## src/rtl/chr_bank_pkg.sv

```systemverilog
package chr_bank_pkg;
  typedef enum logic [1:0] {
    MIR_VERT  = 2'd0,
    MIR_HORZ  = 2'd1,
    MIR_ONE_A = 2'd2,
    MIR_ONE_B = 2'd3
  } mirror_e;

  localparam int OFS_W      = 15;
  localparam int VA_W       = 14;
  localparam int PAT_SPAN   = 'h2000;
  localparam logic [OFS_W-1:0] OFS_BYTE_STEP = 15'h1000;
  localparam logic [OFS_W-1:0] OFS_MIRROR    = 15'h5001;
endpackage

```

## src/rtl/chr_bank_regs.sv

```systemverilog
module chr_bank_regs
  import chr_bank_pkg::*;
#(
  parameter int NREG = 8,
  parameter int BW   = 16
) (
  input  logic                 clk,
  input  logic                 rst,
  input  logic                 wr_en,
  input  logic [OFS_W-1:0]     wr_ofs,
  input  logic [7:0]           wr_data,
  output logic [NREG*BW-1:0]   bank_flat,
  output mirror_e              mir
);
  localparam int NBYTE = BW / 8;

  mirror_e mir_q;

  for (genvar n = 0; n < NREG; n++) begin : g_reg
    for (genvar b = 0; b < NBYTE; b++) begin : g_byte
      localparam logic [OFS_W-1:0] MY_OFS = OFS_W'((b + 1) * 'h1000 + n);
      logic [7:0] byte_q;
      always_ff @(posedge clk) begin
        if (rst) byte_q <= '0;
        else if (wr_en && wr_ofs == MY_OFS) byte_q <= wr_data;
      end
      assign bank_flat[n*BW + b*8 +: 8] = byte_q;
    end


    lo_write_chk: assert property (@(posedge clk) disable iff (rst)
      (wr_en && wr_ofs == OFS_W'('h1000 + n)) |=>
        (bank_flat[n*BW +: 8] == $past(wr_data) &&
         bank_flat[n*BW+8 +: 8] == $past(bank_flat[n*BW+8 +: 8])));

    hi_write_chk: assert property (@(posedge clk) disable iff (rst)
      (wr_en && wr_ofs == OFS_W'('h2000 + n)) |=>
        (bank_flat[n*BW+8 +: 8] == $past(wr_data) &&
         bank_flat[n*BW +: 8] == $past(bank_flat[n*BW +: 8])));
  end

  always_ff @(posedge clk) begin
    if (rst) mir_q <= MIR_VERT;
    else if (wr_en && wr_ofs == OFS_MIRROR) mir_q <= mirror_e'(wr_data[1:0]);
  end
  assign mir = mir_q;


  mirror_load_chk: assert property (@(posedge clk) disable iff (rst)
    (wr_en && wr_ofs == OFS_MIRROR) |=> (mir == mirror_e'($past(wr_data[1:0]))));

  idle_hold_chk: assert property (@(posedge clk) disable iff (rst)
    !wr_en |=> (bank_flat == $past(bank_flat) && mir == $past(mir)));
endmodule

```

## src/rtl/chr_bank_slot.sv

```systemverilog
module chr_bank_slot
  import chr_bank_pkg::*;
#(
  parameter int NREG = 8,
  parameter int BW   = 16
) (
  input  logic [1:0]           mode,
  input  logic [2:0]           va_hi,
  input  logic [NREG*BW-1:0]   bank_flat,
  output logic [BW-1:0]        bank
);
  localparam int IW = $clog2(NREG);

  logic [IW-1:0] idx;

  always_comb begin
    unique case (mode)
      2'd0:    idx = '0;
      2'd1:    idx = IW'({va_hi[2], 2'b00});
      2'd2:    idx = IW'({va_hi[2:1], 1'b0});
      default: idx = IW'(va_hi);
    endcase
  end

  assign bank = bank_flat[idx*BW +: BW];


  always_comb begin
    if (mode == 2'd2) slot_even_chk: assert (idx[0] == 1'b0);
  end
endmodule

```

## src/rtl/chr_bank_addr.sv

```systemverilog
module chr_bank_addr
  import chr_bank_pkg::*;
#(
  parameter int CHR_KB = 256,
  parameter int CHR_AW = 18,
  parameter int BW     = 16
) (
  input  logic               clk,
  input  logic               rst,
  input  logic [1:0]         mode,
  input  logic [VA_W-1:0]    vaddr,
  input  logic [BW-1:0]      bank,
  input  mirror_e            mir,
  output logic [CHR_AW-1:0]  chr_addr,
  output logic               pat_hit,
  output logic               nt_page
);
  localparam int FW = 32;

  logic [BW-1:0]     mask;
  logic [4:0]        shamt;
  logic [FW-1:0]     offs;
  logic [FW-1:0]     full;
  logic              is_pat;
  logic              page_d;
  logic [CHR_AW-1:0] addr_q;
  logic              pat_q;
  logic              page_q;

  always_comb begin
    unique case (mode)
      2'd0:    mask = BW'(CHR_KB / 8 - 1);
      2'd1:    mask = BW'(CHR_KB / 4 - 1);
      2'd2:    mask = BW'(CHR_KB / 2 - 1);
      default: mask = BW'(CHR_KB - 1);
    endcase
    shamt = 5'(13 - int'(mode));
    offs  = FW'(vaddr[12:0]) & ((FW'(1) << shamt) - FW'(1));
    full  = ({{(FW-BW){1'b0}}, bank & mask} << shamt) | offs;
    is_pat = (int'(vaddr) < PAT_SPAN);
  end

  always_comb begin
    unique case (mir)
      MIR_VERT:  page_d = vaddr[10];
      MIR_HORZ:  page_d = vaddr[11];
      MIR_ONE_A: page_d = 1'b0;
      default:   page_d = 1'b1;
    endcase
  end

  always_ff @(posedge clk) begin
    if (rst) begin
      addr_q <= '0;
      pat_q  <= 1'b0;
      page_q <= 1'b0;
    end else begin
      addr_q <= is_pat ? full[CHR_AW-1:0] : '0;
      pat_q  <= is_pat;
      page_q <= page_d;
    end
  end

  assign chr_addr = addr_q;
  assign pat_hit  = pat_q;
  assign nt_page  = page_q;


  no_xlate_chk: assert property (@(posedge clk) disable iff (rst)
    (vaddr[13]) |=> (!pat_hit && chr_addr == '0));

  one_a_chk: assert property (@(posedge clk) disable iff (rst)
    (mir == MIR_ONE_A) |=> !nt_page);

  one_b_chk: assert property (@(posedge clk) disable iff (rst)
    (mir == MIR_ONE_B) |=> nt_page);

  offset_pass_chk: assert property (@(posedge clk) disable iff (rst)
    (!vaddr[13] && mode == 2'd3) |=> (chr_addr[9:0] == $past(vaddr[9:0])));
endmodule

```

## src/rtl/chr_bank_mapper.sv

```systemverilog
module chr_bank_mapper
  import chr_bank_pkg::*;
#(
  parameter int CHR_KB = 256,
  parameter int CHR_AW = $clog2(CHR_KB) + 10
) (
  input  logic              clk,
  input  logic              rst,
  input  logic              wr_en,
  input  logic [14:0]       wr_ofs,
  input  logic [7:0]        wr_data,
  input  logic [1:0]        chr_mode,
  input  logic [13:0]       vaddr,
  output logic [CHR_AW-1:0] chr_addr,
  output logic              pat_hit,
  output logic              nt_page
);
  localparam int NREG = 8;
  localparam int BW   = 16;

  logic [NREG*BW-1:0] bank_flat;
  logic [BW-1:0]      bank;
  mirror_e            mir;

  chr_bank_regs #(.NREG(NREG), .BW(BW)) u_regs (
    .clk(clk), .rst(rst), .wr_en(wr_en), .wr_ofs(wr_ofs),
    .wr_data(wr_data), .bank_flat(bank_flat), .mir(mir)
  );

  chr_bank_slot #(.NREG(NREG), .BW(BW)) u_slot (
    .mode(chr_mode), .va_hi(vaddr[12:10]), .bank_flat(bank_flat), .bank(bank)
  );

  chr_bank_addr #(.CHR_KB(CHR_KB), .CHR_AW(CHR_AW), .BW(BW)) u_addr (
    .clk(clk), .rst(rst), .mode(chr_mode), .vaddr(vaddr), .bank(bank),
    .mir(mir), .chr_addr(chr_addr), .pat_hit(pat_hit), .nt_page(nt_page)
  );
endmodule

```

## config.mk

```make
export PLATFORM = sky130hd
export DESIGN_NAME = chr_bank_mapper
export DESIGN_NICKNAME = d
export VERILOG_FILES = /design/src/rtl/chr_bank_pkg.sv /design/src/rtl/chr_bank_regs.sv /design/src/rtl/chr_bank_slot.sv /design/src/rtl/chr_bank_addr.sv /design/src/rtl/chr_bank_mapper.sv
export SDC_FILE = /design/constraint.sdc
export NUM_CORES = 1
export LEC_CHECK = 0
export CAP_MARGIN = 10
export CORE_UTILIZATION = 54
export CTS_BUF_LIST = sky130_fd_sc_hd__clkbuf_16
export DETAILED_ROUTE_END_ITERATION = 8
export HOLD_SLACK_MARGIN = 0.05
export PLACE_DENSITY_LB_ADDON = 0.25
export SKIP_LAST_GASP = 1
export SLEW_MARGIN = 40
export SYNTH_ARGS = -nofsm -noshare
export SYNTH_HDL_FRONTEND = slang
export SYNTH_SLANG_ARGS = --single-unit
```

## constraint.sdc

```tcl
create_clock -name clk -period 2.9 [get_ports clk]
set_clock_uncertainty 0.2 [all_clocks]
set_input_delay 0.58 -clock clk [delete_from_list [all_inputs] [get_ports clk]]
set_output_delay 0.58 -clock clk [all_outputs]
set_load 0.01 [all_outputs]
```

==> summary.md <==
| Metric | Value |
|---|---|
| Crit-path cells | clkdlybuf4s50_1 > buf_4 > a21bo_2 > o211ai_1 > a21oi_1 > a22oi_1 > mux2i_1 > o2111a_1 |
| Post-Syn Nets | 470 |
| Clock latency on the worst-skew pair | 0.34 ns |
| Yosys top cell by area | dfxtp_1 |
| Iteration-0 DRC Markers | 339 |
| Area share of the largest cell type after synthesis | 0.4368 |
| CTS root buf | clkbuf_16 |
| Worst reg2reg path depth | 6 |
| First-pass GRT wire length | 16.48 mm |
| ANT nets after route | 0 |
| Vias in the first global route | 3299 |
| Hold depth | 2 |
| Post-CTS Setup Bufs | 0 |
| Syn Inst Count | 428 |
| Slowest stage delay, CP | 0.51 ns |
| Register area share after synthesis | 0.4368 |
| Share of cells above drive strength 1 | 0.1437 |
| Site Rows | 30 |
| M1 GR Usage | 0.3685 |
| Most common cell after layout, fill and taps aside | dfxtp_1 |
| Maximum capacitance violations | 0 |
| Overflow after GRT | 0 |
| Fill cells | 520 |
| Post-synth EDFFs | 0 |
| Slew Limit Fails | 0 |
| Core area | 6907 µm² |
| Slew margin rel. | 0.5290 |
| Vias per cell | 5.818 |
| Critical path type | input port to register |
| ANT cells | 0 |
| I/O pins | 62 |
| Crit path DAT | 2.69 ns |
| GR peak layer | met2 |
| Num CTS Buffers | 9 |
| Average size of a mapped cell | 9.209 µm² |
| Setup crit end kind | register |
| 1st-pass router iterations | 5 |
| Largest net degree at the start of global routing | 68 |
| Required time worst endpoint | 2.93 ns |
| Total global-route track usage | 0.2902 |
| Post-synth ARST share | 0 |
| Most frequent cells in the layout | 86 x dfxtp_1, 76 x nor2_1, 68 x mux2i_1 |
| Routability cong. | 0.9584 |
| WHS Endpoint | u_regs.g_reg[0].g_byte[0].byte_q[6] |
| Crit start category | input port |
| Die height | 87.43 µm |
| Global Route met2 Usage | 0.4858 |
| Worst slew pin tran | 0.7065 ns |
| Pwr Total | 2780 µW |
| R2R Path End | u_addr.chr_addr[15] |
| Pwr/cell area | 534.7 nW/µm² |
| Die area | 7644 µm² |
| Status | complete, no violations |
| Nets@finish | 546 |
| Mapped Area | 3941 µm² |
| Crit Path Max Fanout | 8 |
| CTS tree | done |
| DR vias | 3514 |
| Hold buffers post-CTS | 0 |
| Post-CTS sizing | 0 |
| Peak supply drop | 0.0004476 V |
| CTS sink cnt | 86 |
| Period utilization | 0.9167 |
| Main synth FF type | dfxtp_1 |
| Deepest clock path buffer count | 2 |
| Area growth, synth to finish | 31.94% |
| Count of cell types in the netlist | 58 |
| DP HPWL | 7.117 mm |
| Hold path startpoint | u_regs.g_reg[0].g_byte[0].byte_q[6] |
| Post-route minimum period | 2.659 ns |
| Initial Util | 0.5707 |
| Drt total wl | 10.54 mm |
| # port buffers | 61 |
| Final Util | 0.7529 |
| Hold Vio Cnt, Final | 0 |
| Clock transition at path regs | 0.06 ns |
| Initial antenna violation count | 0 |
| Final setup viols | 0 |
| Die Span X | 87.43 µm |
| R2R Path Start | u_regs.g_reg[4].g_byte[0].byte_q[3] |
| Met3 global-route usage | 0.04929 |
| Syn. warnings | 0 |
| Largest cells by area after synthesis | dfxtp_1 44%, mux2i_1 17%, nor2_1 7.2% |
| Drt wl/cell | 17.45 µm |
| H-tree levels | 3 |
| Register-to-register setup slack | 0.82 ns |
| Slowest cell on crit path | clkdlybuf4s50_1 |
| Residual DRC | 0 |
| FMAX | 0.3761 GHz |
| Leakage | 0.002101 µW |
| Seq cells post-synth | 86 |
| Unrepaired setup endpoints after global routing | false |
| Min-delay worst type | register to register |
## worst max path at each step
stage                      startpoint                                  end
after floorplan             wr_ofs[3]  u_regs.g_reg[6].g_byte[0].byte_q[4]
after global placement    chr_mode[0]                  u_addr.chr_addr[14]
after detailed placement    wr_ofs[5]  u_regs.g_reg[5].g_byte[0].byte_q[2]
after CTS                 chr_mode[0]                  u_addr.chr_addr[14]
after global routing        wr_ofs[5]  u_regs.g_reg[5].g_byte[0].byte_q[1]
final                       vaddr[10]                  u_addr.chr_addr[15]
## report_power, final
| part | switching [µW] | total (µW) | leakage, µW | internal [µW] |
|---|---|---|---|---|
| registers | 2.83 | 1200 | 0.000695 | 1190 |
| clock network | 466 | 1300 | 0.000160 | 836 |
| logic | 141 | 282 | 0.00125 | 141 |
| total | 610 | 2780 | 0.00210 | 2170 |
## worst max-delay path: cells and delay by family
family          cells  cell delay, ns
buf+inv             2            0.71
mux                 1            0.16
compound gates      5            1.22
## logic make-up after synthesis
group                  Yosys count  share of synthesized area
AOI/OAI and AO/OA               67                     0.1241
buffers and inverters           38                    0.03777
DFF                             86                     0.4368
muxes                           72                     0.1870
and+or+nand+nor                165                     0.2143
## metal layers
layer  part of all wire  vias to the layer above
met5                  0                        -
met4              0.028                        0
met3              0.070                       29
met2               0.48                      166
met1               0.42                     1652
li1                   -                     1667
## cell type report
| cell class | count | area (µm²) | share of cell area |
|---|---|---|---|
| clock buffers | 9 | 225.2 | 0.04331 |
| multi-input cells | 304 | 2071 | 0.3982 |
| clock inverters | 6 | 110.1 | 0.02117 |
| repair buffers | 98 | 933.4 | 0.1795 |
| inverters | 5 | 18.77 | 0.003609 |
| flip-flops and latches | 86 | 1722 | 0.3311 |
| well taps | 96 | 120.1 | 0.02310 |
## state kept, by name (all words and copies together), names as in the netlist
signal / cells
u_regs.mir: 2
u_addr.nt_page: 1
u_addr.chr_addr: 18
u_addr.pat_hit: 1
u_regs.g.g_byte.byte_q: 64
## synth_stat cells (all sizes together) (2+ instances only)
library cell	number
dfxtp	86
nor2	77
mux2i	68
clkbuf	28
nand2	27
a21oi	16
and2	13
nand3	13
o21ai	9
nor3b	8
buf	5
inv	4
o21a	4
o221a	4
o31ai	4
a21bo	3
a221o	3
mux2	3
nand4b	3
nor3	3
nor4	3
o211ai	3
o2bb2ai	3
or3	3
or3b	3
a22o	2
a22oi	2
a32o	2
and3b	2
nor2b	2
o22ai	2
o32ai	2
## through the flow
stage                     hold WS, ns  instance area, µm²  worst slack [ns]  instances  setup TNS, ns
after floorplan                0.2320                3941            0.4728        428              0
after global placement         0.2436                4865           0.03730        589              0
after detailed placement       0.2501                4865         -0.005086        589       -0.01161
after CTS                      0.2584                5200            0.2928        604              0
after global routing           0.2829                5200            0.1236        604              0
final                          0.2567                5200            0.2415        604              0
(Power assumes the default switching activity.)
